==> src/rtl/rrs_pkg.sv <==
package rrs_pkg;
    typedef enum logic [1:0] {
        ST_IDLE = 2'd0,
        ST_RD   = 2'd1,
        ST_WR   = 2'd2
    } rrs_st_e;
endpackage

==> src/rtl/rrs_lane_gen.sv <==
module rrs_lane_gen #(
    parameter int LANES = 4,
    parameter int CNT_W = 8,
    parameter int BW    = CNT_W + 4
) (
    input  logic [BW-1:0]          base,
    input  logic [CNT_W-1:0]       total,
    output logic [LANES-1:0]       vld,
    output logic [LANES*CNT_W-1:0] idx
);
    localparam int PADW = BW - CNT_W;

    logic [BW-1:0] total_ext;
    assign total_ext = {{PADW{1'b0}}, total};

    for (genvar j = 0; j < LANES; j++) begin : g_lane
        logic [BW-1:0] cand;
        assign cand   = base + BW'(j + 1);
        assign vld[j] = (cand <= total_ext);
        assign idx[j*CNT_W +: CNT_W] = vld[j] ? cand[CNT_W-1:0] : '0;
    end
endmodule

==> src/rtl/rrs_phase_fsm.sv <==
module rrs_phase_fsm (
    input  rrs_pkg::rrs_st_e st_q,
    input  logic             start,
    input  logic             count_zero,
    input  logic             last_round,
    output rrs_pkg::rrs_st_e st_d,
    output logic             load,
    output logic             zero_done,
    output logic             adv,
    output logic             rd_last,
    output logic             wr_last
);
    import rrs_pkg::*;

    always_comb begin
        st_d      = st_q;
        load      = 1'b0;
        zero_done = 1'b0;
        adv       = 1'b0;
        rd_last   = 1'b0;
        wr_last   = 1'b0;
        case (st_q)
            ST_IDLE: begin
                if (start) begin
                    if (count_zero) begin
                        zero_done = 1'b1;
                    end else begin
                        load = 1'b1;
                        st_d = ST_RD;
                    end
                end
            end
            ST_RD: begin
                adv = 1'b1;
                if (last_round) begin
                    rd_last = 1'b1;
                    st_d    = ST_WR;
                end
            end
            ST_WR: begin
                adv = 1'b1;
                if (last_round) begin
                    wr_last = 1'b1;
                    st_d    = ST_IDLE;
                end
            end
            default: st_d = ST_IDLE;
        endcase
    end
endmodule

==> src/rtl/rrs_sched.sv <==
module rrs_sched #(
    parameter int LANES = 4,
    parameter int CNT_W = 8
) (
    input  logic                   clk,
    input  logic                   rst_n,
    input  logic                   start,
    input  logic [CNT_W-1:0]       op_count,
    output logic [LANES-1:0]       lane_vld,
    output logic [LANES*CNT_W-1:0] lane_idx,
    output logic                   wr_phase,
    output logic                   rd_done,
    output logic                   wr_done,
    output logic                   step_done,
    output logic                   busy
);
    import rrs_pkg::*;

    localparam int BW = CNT_W + $clog2(LANES + 1) + 1;

    typedef struct packed {
        rrs_st_e                st;
        logic [BW-1:0]          base;
        logic [CNT_W-1:0]       total;
        logic [LANES-1:0]       vld;
        logic [LANES*CNT_W-1:0] idx;
        logic                   wr;
        logic                   rd_done;
        logic                   wr_done;
        logic                   step_done;
    } regs_t;

    regs_t r_d, r_q;

    logic [LANES-1:0]       gen_vld;
    logic [LANES*CNT_W-1:0] gen_idx;
    logic                   last_round;
    rrs_st_e                st_nxt;
    logic                   load, zero_done, adv, rd_last, wr_last;

    assign last_round = (r_q.base + BW'(LANES)) >= {{(BW-CNT_W){1'b0}}, r_q.total};

    rrs_lane_gen #(.LANES(LANES), .CNT_W(CNT_W), .BW(BW)) i_lane_gen (
        .base  (r_q.base),
        .total (r_q.total),
        .vld   (gen_vld),
        .idx   (gen_idx)
    );

    rrs_phase_fsm i_phase_fsm (
        .st_q       (r_q.st),
        .start      (start),
        .count_zero (op_count == '0),
        .last_round (last_round),
        .st_d       (st_nxt),
        .load       (load),
        .zero_done  (zero_done),
        .adv        (adv),
        .rd_last    (rd_last),
        .wr_last    (wr_last)
    );

    always_comb begin
        r_d           = r_q;
        r_d.st        = st_nxt;
        r_d.vld       = '0;
        r_d.idx       = '0;
        r_d.wr        = 1'b0;
        r_d.rd_done   = 1'b0;
        r_d.wr_done   = 1'b0;
        r_d.step_done = 1'b0;
        if (load) begin
            r_d.total = op_count;
            r_d.base  = '0;
        end
        if (zero_done) begin
            r_d.rd_done   = 1'b1;
            r_d.wr_done   = 1'b1;
            r_d.step_done = 1'b1;
        end
        if (adv) begin
            r_d.vld  = gen_vld;
            r_d.idx  = gen_idx;
            r_d.wr   = (r_q.st == ST_WR);
            r_d.base = r_q.base + BW'(LANES);
            if (rd_last) begin
                r_d.base    = '0;
                r_d.rd_done = 1'b1;
            end
            if (wr_last) begin
                r_d.wr_done   = 1'b1;
                r_d.step_done = 1'b1;
            end
        end
    end

    always_ff @(posedge clk) begin
        if (!rst_n) begin
            r_q <= '0;
        end else begin
            r_q <= r_d;
        end
    end

    assign lane_vld  = r_q.vld;
    assign lane_idx  = r_q.idx;
    assign wr_phase  = r_q.wr;
    assign rd_done   = r_q.rd_done;
    assign wr_done   = r_q.wr_done;
    assign step_done = r_q.step_done;
    assign busy      = (r_q.st != ST_IDLE);


    full_round_chk: assert property (@(posedge clk) disable iff (!rst_n)
        ((|r_q.vld) && !r_q.rd_done && !r_q.wr_done) |-> (&r_q.vld));


    for (genvar j = 0; j < LANES; j++) begin : g_idle_chk
        idle_zero_chk: assert property (@(posedge clk) disable iff (!rst_n)
            !r_q.vld[j] |-> (r_q.idx[j*CNT_W +: CNT_W] == '0));
    end


    wr_after_rd_chk: assert property (@(posedge clk) disable iff (!rst_n)
        $rose(r_q.wr) |-> $past(r_q.rd_done));


    base_step_chk: assert property (@(posedge clk) disable iff (!rst_n)
        ((r_q.st != ST_IDLE) && !last_round) |=> (r_q.base == $past(r_q.base) + BW'(LANES)));


    zero_step_chk: assert property (@(posedge clk) disable iff (!rst_n)
        ((r_q.st == ST_IDLE) && start && (op_count == '0)) |=> (r_q.step_done && (r_q.vld == '0)));


    hold_count_chk: assert property (@(posedge clk) disable iff (!rst_n)
        ((r_q.st != ST_IDLE) && $past(r_q.st != ST_IDLE)) |-> $stable(r_q.total));


    done_pair_chk: assert property (@(posedge clk) disable iff (!rst_n)
        r_q.step_done |-> (r_q.wr_done && r_q.rd_done == (r_q.vld == '0) && !busy));
endmodule

==> config.mk <==
export PLATFORM = sky130hd
export DESIGN_NAME = rrs_sched
export DESIGN_NICKNAME = d
export VERILOG_FILES = /design/src/rtl/rrs_pkg.sv /design/src/rtl/rrs_lane_gen.sv /design/src/rtl/rrs_phase_fsm.sv /design/src/rtl/rrs_sched.sv
export SDC_FILE = /design/constraint.sdc
export NUM_CORES = 1
export LEC_CHECK = 0
export ABC_AREA = 1
export CORE_MARGIN = 4
export CORE_UTILIZATION = 40
export DETAILED_ROUTE_END_ITERATION = 7
export PLACE_DENSITY = 0.62
export SLEW_MARGIN = 0
export SYNTH_ARGS = -nofsm -noshare
export SYNTH_HDL_FRONTEND = slang
export SYNTH_SLANG_ARGS = --single-unit
==> constraint.sdc <==
create_clock -name clk -period 5.3 [get_ports clk]
set_input_delay 1.06 -clock clk [delete_from_list [all_inputs] [get_ports clk]]
set_output_delay 1.06 -clock clk [all_outputs]
set_load 0.01 [all_outputs]
==> summary.txt, run 1 <==
Floorplan
  – Initial Util: 41.5%
  – I/O Pins: 52
  – Core ar.: 5960 um2
  – Num rows: 28
  – Die W: 86.6 um
  – Die height: between 80 and 90 um
  – DIE AREA: 7500 um2

Critical path
  – Critical Path Sink Type: flop
  – Worst setup SP type: flop
  – WP data required: 5.54 ns
  – Crit path max fanout: 7
  – Critical Path AT: between 2 and 3 ns
  – CP Class: flop to flop

Detailed routing
  – Number of routed nets with antenna violations: 0
  – Residual DRC: 0
  – Vias after detailed routing: 2,078
  – DR WL/cell: 12.1 um
  – Detailed Route Iter0 Violations: 77
  – Routed WL: 5350 um
  – First-pass DRT Iterations: 4
  – Via density: 4.71

Yosys
  – Warnings from Yosys: 0
  – Sequential element share of the synthesized area: 43.8%
  – Synth Instances: 328
  – EDFF count, synth: 0
  – Top FF cell, synth: dfxtp_1
  – Area of the mapped netlist: 2470 um2
  – Unique masters post-synth: 28
  – Async set-reset flop share out of synthesis: 0%
  – Syn_area_per_cell: around 7.5 um2
  – Seq cells post-synth: 54

Clock tree
  – # H-tree levels: 2
  – # hold bufs at CTS: 0
  – Clock sinks: 54
  – PostCTS Resize Cnt: 0
  – Clk_lat worst skew: 0.31 ns
  – CTS clock-pin slew for the worst setup and hold paths: 0.09 ns
  – Postcts setup bufs: 0
  – Clock Path Buffers: 2
  – CTS tree: done
  – Num CTS Buffers: 5
  – Cell chosen for the clock root: clkbuf_8

Cells and area
  – Layout fillers: ~610
  – Final #Nets: 395
  – Final core occ: 51.0%
  – Area of the multi-input gates: 1100 um2
  – N_diodes: 0
  – Sequential cell area: 1080 um2
  – Share of cells above drive strength 1: 3.83%
  – Area growth from synthesis to layout: 22.9%
  – Final Non-Filler Cells: 441

Power and ir drop
  – Net Sw Frac: 29.6%
  – Comb pwr share: 21.5%
  – Peak VDD IR: 0.145 mV
  – Leak Pwr: 1.34 nW
  – NetSw: 270 uW
  – Clock Power Share: 30.7%
  – Power Density: 301 nW/um2
  – Sequential share of power: between 40% and 50%
  – Internal Pwr Total: 644 uW

GRT
  – Global Route met2 Usage: 26.1%
  – Vias in the first global route: 1,973
  – Congestion Overflow GR: 0
  – Layer with the highest usage: met2
  – Met1 Usage GRT: about a fifth
  – First-pass GRT wire length: ~9000 um
  – M3 GR Usage: 2.57%
  – Largest net degree at the start of global routing: 19
  – Initial antenna violation count: 0
  – All-Layer GR Usage: 15.2%

Worst hold path
  – Tightest Hold Check Type: flop to flop

Timing
  – Post-route setup slack: 2.57 ns
  – Period utilisation layout: between 50% and 60%
  – Final Hold Slack: 0.488 ns
  – Final Skew: 0.00530 ns
  – Final min period: about 2.7 ns
  – Final Hold Viols: 0
  – Fmax achieved: 367 MHz
  – Setup total negative slack: 0 ns
  – Final setup vio count: 0
  – RSZ-0062 raised after global routing: false
  – Fin. max-slew vios: 0

Placement
  – PortBufs: 47
  – Worst slack at placement: 2.41 ns
  – Gpl congestion: approximately 0.8
  – # placed instances: 433
  – DP HPWL: 4180 um

Run
  – Max cap viols: 0

Run status
  – Status: finished, final reports clean
==> final cells by class <==
class                      instances  share of cell area (%)
sequential                        54                    35.6
tap                               75                    3.09
clock inverter                     3                    1.57
timing repair buffer              47                    15.5
clock buffer                       5                    2.27
inverter                          46                    5.69
multi-input combinational        211                    36.3
==> critical path: stages (launching register included) <==
cell	delay [ns]
dfxtp_1	0.48
ha_1	0.21
nand2_1	0.10
nor2_2	0.18
xor2_1	0.21
inv_1	0.12
ha_1	0.29
nand2_1	0.08
nor2_1	0.05
o21ai_0	0.06
nand2_1	0.07
nor2_1	0.20
nand3_2	0.15
o21ai_0	0.10
nand2_1	0.21
nor3_2	0.15
==> power by group through the flow <==
stage	logic, mW	registers, mW	clock network (mW)
2_1_floorplan	0.133	0.449	0
6_report	0.196	0.438	0.281
3_3_place_gp	0.193	0.446	0
4_1_cts	0.197	0.438	0.285
3_5_place_dp	0.196	0.447	0
5_1_grt	0.225	0.441	0.303
==> routing by layer <==
metal	wire length, um	up-vias	share of wire, %
li1	-	1090	-
met1	2510	914	47
met2	2430	66	45
met3	339	8	6.3
met4	72	0	1.3
met5	0	-	0
==> kinds of logic after synthesis <==
| kind of cell | after synthesis | synth area share, % |
|---|---|---|
| AO/OA/AOI/OAI | 42 | 8.87 |
| XOR/XNOR | 3 | 1.06 |
| adder cells (fa/ha/maj) | 19 | 9.63 |
| buffers and inverters | 66 | 12.1 |
| flip-flops | 54 | 43.8 |
| other | 1 | 0.152 |
| AND/OR/NAND/NOR | 143 | 24.5 |
==> cell usage in the layout (no fill, tap or decap), drive strengths merged, types with 2 or more instances in the layout <==
| cell | count |
|---|---|
| a21oi | 24 |
| clkbuf | 5 |
| clkdlybuf4s50 | 47 |
| clkinv | 2 |
| conb | 4 |
| dfxtp | 54 |
| ha | 19 |
| inv | 46 |
| nand2 | 68 |
| nand3 | 23 |
| nand4 | 3 |
| nor2 | 44 |
| nor3 | 3 |
| nor4 | 2 |
| o21ai | 14 |
| xor2 | 3 |
==> final timing paths <==
check / start / end / slack (ns) / depth (start not counted)
max: r_q[50]$_SDFFE_PN0P_ / lane_idx[28]$_SDFF_PN0_ / 2.57 / 15
min: r_q[61]$_SDFFE_PN0P_ / r_q[61]$_SDFFE_PN0P_ / 0.49 / 2
max reg2reg: r_q[50]$_SDFFE_PN0P_ / lane_idx[28]$_SDFF_PN0_ / 2.57 / 15
min reg2reg: r_q[61]$_SDFFE_PN0P_ / r_q[61]$_SDFFE_PN0P_ / 0.49 / 2
==> synth_stat cells, types with 2 or more instances <==
cell,n,area share [%]
nor2_1,42,6.4
nor2_2,2,0.51
nand3_2,2,0.81
buf_4,6,1.8
nand3_1,21,4.3
dfxtp_1,54,44
ha_1,19,9.6
nand4_1,3,0.76
nor4_1,2,0.51
clkbuf_1,8,1.2
o21ai_0,14,2.8
a21oi_1,24,4.9
dlygate4sd1_1,3,1.1
inv_1,45,6.8
xor2_1,3,1.1
nor3_1,2,0.41
nand2_1,67,10
==> sequential cells by signal, summed over array words and instances, names as in the netlist <==
signal	flops
lane_idx	27
lane_vld	4
r_q	20
rd_done	1
wr_done	1
wr_phase	1
==> through the flow <==
step | instance area (um2) | power [mW]
2_1_floorplan | 2480 | 0.582
3_3_place_gp | 2920 | 0.640
3_5_place_dp | 2920 | 0.643
4_1_cts | 3040 | 0.920
5_1_grt | 3040 | 0.969
6_report | 3040 | 0.915
Power figures use the tool's default switching activity.
==> run 2: changes to the inputs <==
Settings changed: PLACE_DENSITY 0.62 to 0.65.
Clock period 5.3 ns to 2.2 ns, I/O delays scaled along.
==> run 2 against run 1 <==
The run now ends with negative setup slack left. Routed wire length rose by 20%. Non-clock buffer count is 37 higher. Global-route usage up 1.7 points. Total power rose to 2.6 times the previous value. First-iteration DRC count up 21%. Sequential cell count did not move. Sequential power increased by 140%. Critical endpoint is now r_q[54]$_SDFFE_PN0P_. Highest routed layer unchanged.
==> summary.txt, run 2 (same netlist as run 1, synthesis figures left out) <==
Critical path
  – Worst setup SP type: flop (unchanged)
  – Reg2reg end: r_q[54]$_SDFFE_PN0P_ (was lane_idx[28]$_SDFF_PN0_)
  – Worst Reg-to-Reg Cells: 14 (was 15)
  – WP data required: 2.44 ns (was 5.54 ns)
  – CP Class: flop to flop (unchanged)
  – Critical Path Sink Type: flop (unchanged)
  – Setup slack, reg-to-reg: -0.13 ns (was 2.57 ns)
  – Critical Path AT: 2.57 ns (was 2.97 ns)
  – Crit path max fanout: 6 (was 7)
  – R2r startpoint: r_q[50]$_SDFFE_PN0P_ (unchanged)

Worst hold path
  – WHS Path Cells: 2 (unchanged)
  – Tightest Hold Check Type: flop to flop (unchanged)
  – WHS Endpoint: r_q[42]$_SDFFE_PN0P_ (was r_q[61]$_SDFFE_PN0P_)
  – Min-delay src: r_q[42]$_SDFFE_PN0P_ (was r_q[61]$_SDFFE_PN0P_)

Floorplan
  – Core ar.: 5960 um2 (unchanged)
  – Num rows: 28 (unchanged)
  – Die height: 86.6 um (unchanged)
  – Initial Util: 41.5% (unchanged)
  – DIE AREA: 7500 um2 (unchanged)
  – I/O Pins: 52 (unchanged)
  – Die W: 86.6 um (unchanged)

Cells and area
  – Final Non-Filler Cells: 479 (was 441)
  – Sequential cell area: 1090 um2 (was 1080 um2)
  – N_diodes: 0 (unchanged)
  – Most frequent cells in the layout: nand2_1, dfxtp_1, clkdlybuf4s50_1 (unchanged)
  – Area of the multi-input gates: 1330 um2 (was 1100 um2)
  – Max reg flops: 27 (unchanged)
  – Share of cells above drive strength 1: 21.5% (was 3.83%)
  – Layout fillers: 538 (was 606)
  – Area growth from synthesis to layout: 43.8% (was 22.9%)
  – Commonest non-fill, non-tap cell in the layout: nand2_1 (unchanged)
  – Final #Nets: 433 (was 395)
  – Final core occ: 59.6% (was 51.0%)

Timing
  – Fin. max-slew vios: 0 (unchanged)
  – Post-route setup slack: -0.130 ns (was 2.57 ns)
  – Final setup vio count: 19 (was 0)
  – Final Skew: 0.0106 ns (was 0.00530 ns)
  – Final Hold Slack: 0.497 ns (was 0.488 ns)
  – Relative slew slack: between 60% and 70%
  – Final Hold Viols: 0 (unchanged)
  – Period utilisation layout: 106% (was 51.5%)
  – RSZ-0062 raised after global routing: true (was false)
  – Fmax achieved: 429 MHz (was 367 MHz)
  – Final min period: 2.33 ns (was 2.73 ns)
  – Worst Tran Pin Value: 0.535 ns

GRT
  – First-pass GRT wire length: 10,100 um (was 9030 um)
  – Largest net degree at the start of global routing: 17 (was 19)
  – Initial antenna violation count: 0 (unchanged)
  – Congestion Overflow GR: 0 (unchanged)
  – Vias in the first global route: 2,198 (was 1,973)
  – All-Layer GR Usage: 16.9% (was 15.2%)

Detailed routing
  – Routed WL: 6450 um (was 5350 um)
  – Via density: 4.88 (was 4.71)
  – Number of routed nets with antenna violations: 0 (unchanged)
  – Residual DRC: 0 (unchanged)
  – Detailed Route Iter0 Violations: 93 (was 77)
  – First-pass DRT Iterations: 4 (unchanged)
  – DR WL/cell: 13.5 um (was 12.1 um)
  – Vias after detailed routing: 2,336 (was 2,078)

Power and ir drop
  – Internal Pwr Total: 1.65 mW (was 644 uW)
  – Clock Power Share: 27.6% (was 30.7%)
  – NetSw: 733 uW (was 270 uW)
  – Sequential share of power: 44.2% (was 47.8%)
  – Leak Pwr: 1.56 nW (was 1.34 nW)
  – Net Sw Frac: 30.7% (was 29.6%)
  – Power Density: 671 nW/um2 (was 301 nW/um2)
  – Comb pwr share: 28.2% (was 21.5%)
  – Peak VDD IR: 0.377 mV (was 0.145 mV)

Placement
  – DP HPWL: 4340 um (was 4180 um)
  – Gpl congestion: 0.855 (was 0.793)
  – Worst slack at placement: -0.258 ns (was 2.41 ns)
  – PortBufs: 47 (unchanged)
  – # placed instances: 454 (was 433)

Clock tree
  – # hold bufs at CTS: 0 (unchanged)
  – Num CTS Buffers: 5 (unchanged)
  – CTS tree: done (unchanged)
  – Clock Path Buffers: 2 (unchanged)
  – Cell chosen for the clock root: clkbuf_8 (unchanged)
  – CTS clock-pin slew for the worst setup and hold paths: 0.10 ns (was 0.09 ns)
  – Clk_lat worst skew: 0.31 ns (about the same)
  – Clock sinks: 54 (unchanged)
  – # H-tree levels: 2 (unchanged)

Run
  – Max cap viols: 0 (unchanged)

Run status
  – Failing checks: negative setup slack
  – Status: complete, but fails checks (was finished, final reports clean)
-- run 2: cell types whose count changed in the layout (fill, tap and decap cells not counted), moves of 4 or more --
cell and delta:
nor2_4 +6, buf_4 +35, nand2_1 -6, dfxtp_1 -4
a21oi_2 +4, a21oi_1 -4, nor2_1 -9, nand2_4 +5
-- run 2: worst max-delay path, cell delays in order (launching register included) --
cell and delay, ns:
dfxtp_4 0.40, ha_4 0.15, nand2_4 0.06, nor2_4 0.12
xor2_2 0.19, inv_2 0.08, ha_4 0.25, nand2_4 0.08
o21bai_4 0.11, nand2_2 0.09, nor2_4 0.16, nand3_4 0.15
nand2_4 0.15, nand3_2 0.10, a21oi_2 0.18
-- run 2: worst max-delay path by stage --
stage	cells past startpoint	slack, ns	end	from
3_3_place_gp	13	-0.15	lane_idx[28]$_SDFF_PN0_	r_q[52]$_SDFFE_PN0P_
5_1_grt	14	-0.26	r_q[53]$_SDFFE_PN0P_	r_q[50]$_SDFFE_PN0P_
6_report	14	-0.13	r_q[54]$_SDFFE_PN0P_	r_q[50]$_SDFFE_PN0P_
3_5_place_dp	15	-0.26	lane_idx[28]$_SDFF_PN0_	r_q[50]$_SDFFE_PN0P_
2_1_floorplan	16	0.008	r_q[54]$_SDFFE_PN0P_	r_q[51]$_SDFFE_PN0P_
4_1_cts	16	-0.09	r_q[60]$_SDFFE_PN0P_	r_q[51]$_SDFFE_PN0P_
-- run 2: cell type report --
class / count / area share (%)
Clock inverter: 2 / 1.06
Timing Repair Buffer: 84 / 21.3
Inverter: 46 / 4.86
Sequential cell: 54 / 30.8
Clock buffer: 6 / 2.04
Tap cell: 75 / 2.64
Multi-Input combinational cell: 212 / 37.3
-- run 2: metal layers --
layer / vias to the layer above / wire length [um] / track usage, %
li1: 1168 / - / -
met1: 1049 / 2690 / 20.6
met2: 96 / 3090 / 29.0
met3: 23 / 441 / 3.61
met4: 0 / 224 / 6.52
met5: - / 0 / 0
-- run 2: power by group through the flow --
stage	sequential (mW)	combinational [mW]	clock, mW
finish	1.05	0.672	0.659
global placement	1.07	0.524	0
CTS	1.05	0.585	0.672
detailed placement	1.07	0.527	0
floorplan	1.08	0.321	0
global route	1.06	0.748	0.710
-- run 2: repair_timing --
item	in CTS	in global routing
gates resized for setup	21	38
setup endpoints to repair	21	21
pin swaps	10	19
buffers inserted	12	4
gates cloned	1	0
-- run 2: metrics by stage --
stage          area [um2]  power [mW]  TNS (ns)
2_1_floorplan        2480        1.40         0
3_3_place_gp         3080        1.59     -2.11
3_5_place_dp         3080        1.60     -4.04
4_1_cts              3370        2.31    -0.537
5_1_grt              3550        2.52     -3.98
6_report             3550        2.38     -1.22
==> run 3: changes to the inputs <==
Settings changed: CAP_MARGIN set to 5.
==> results of run 3 <==
Same layout as run 2: the final DEF is identical, and so are final timing and power.
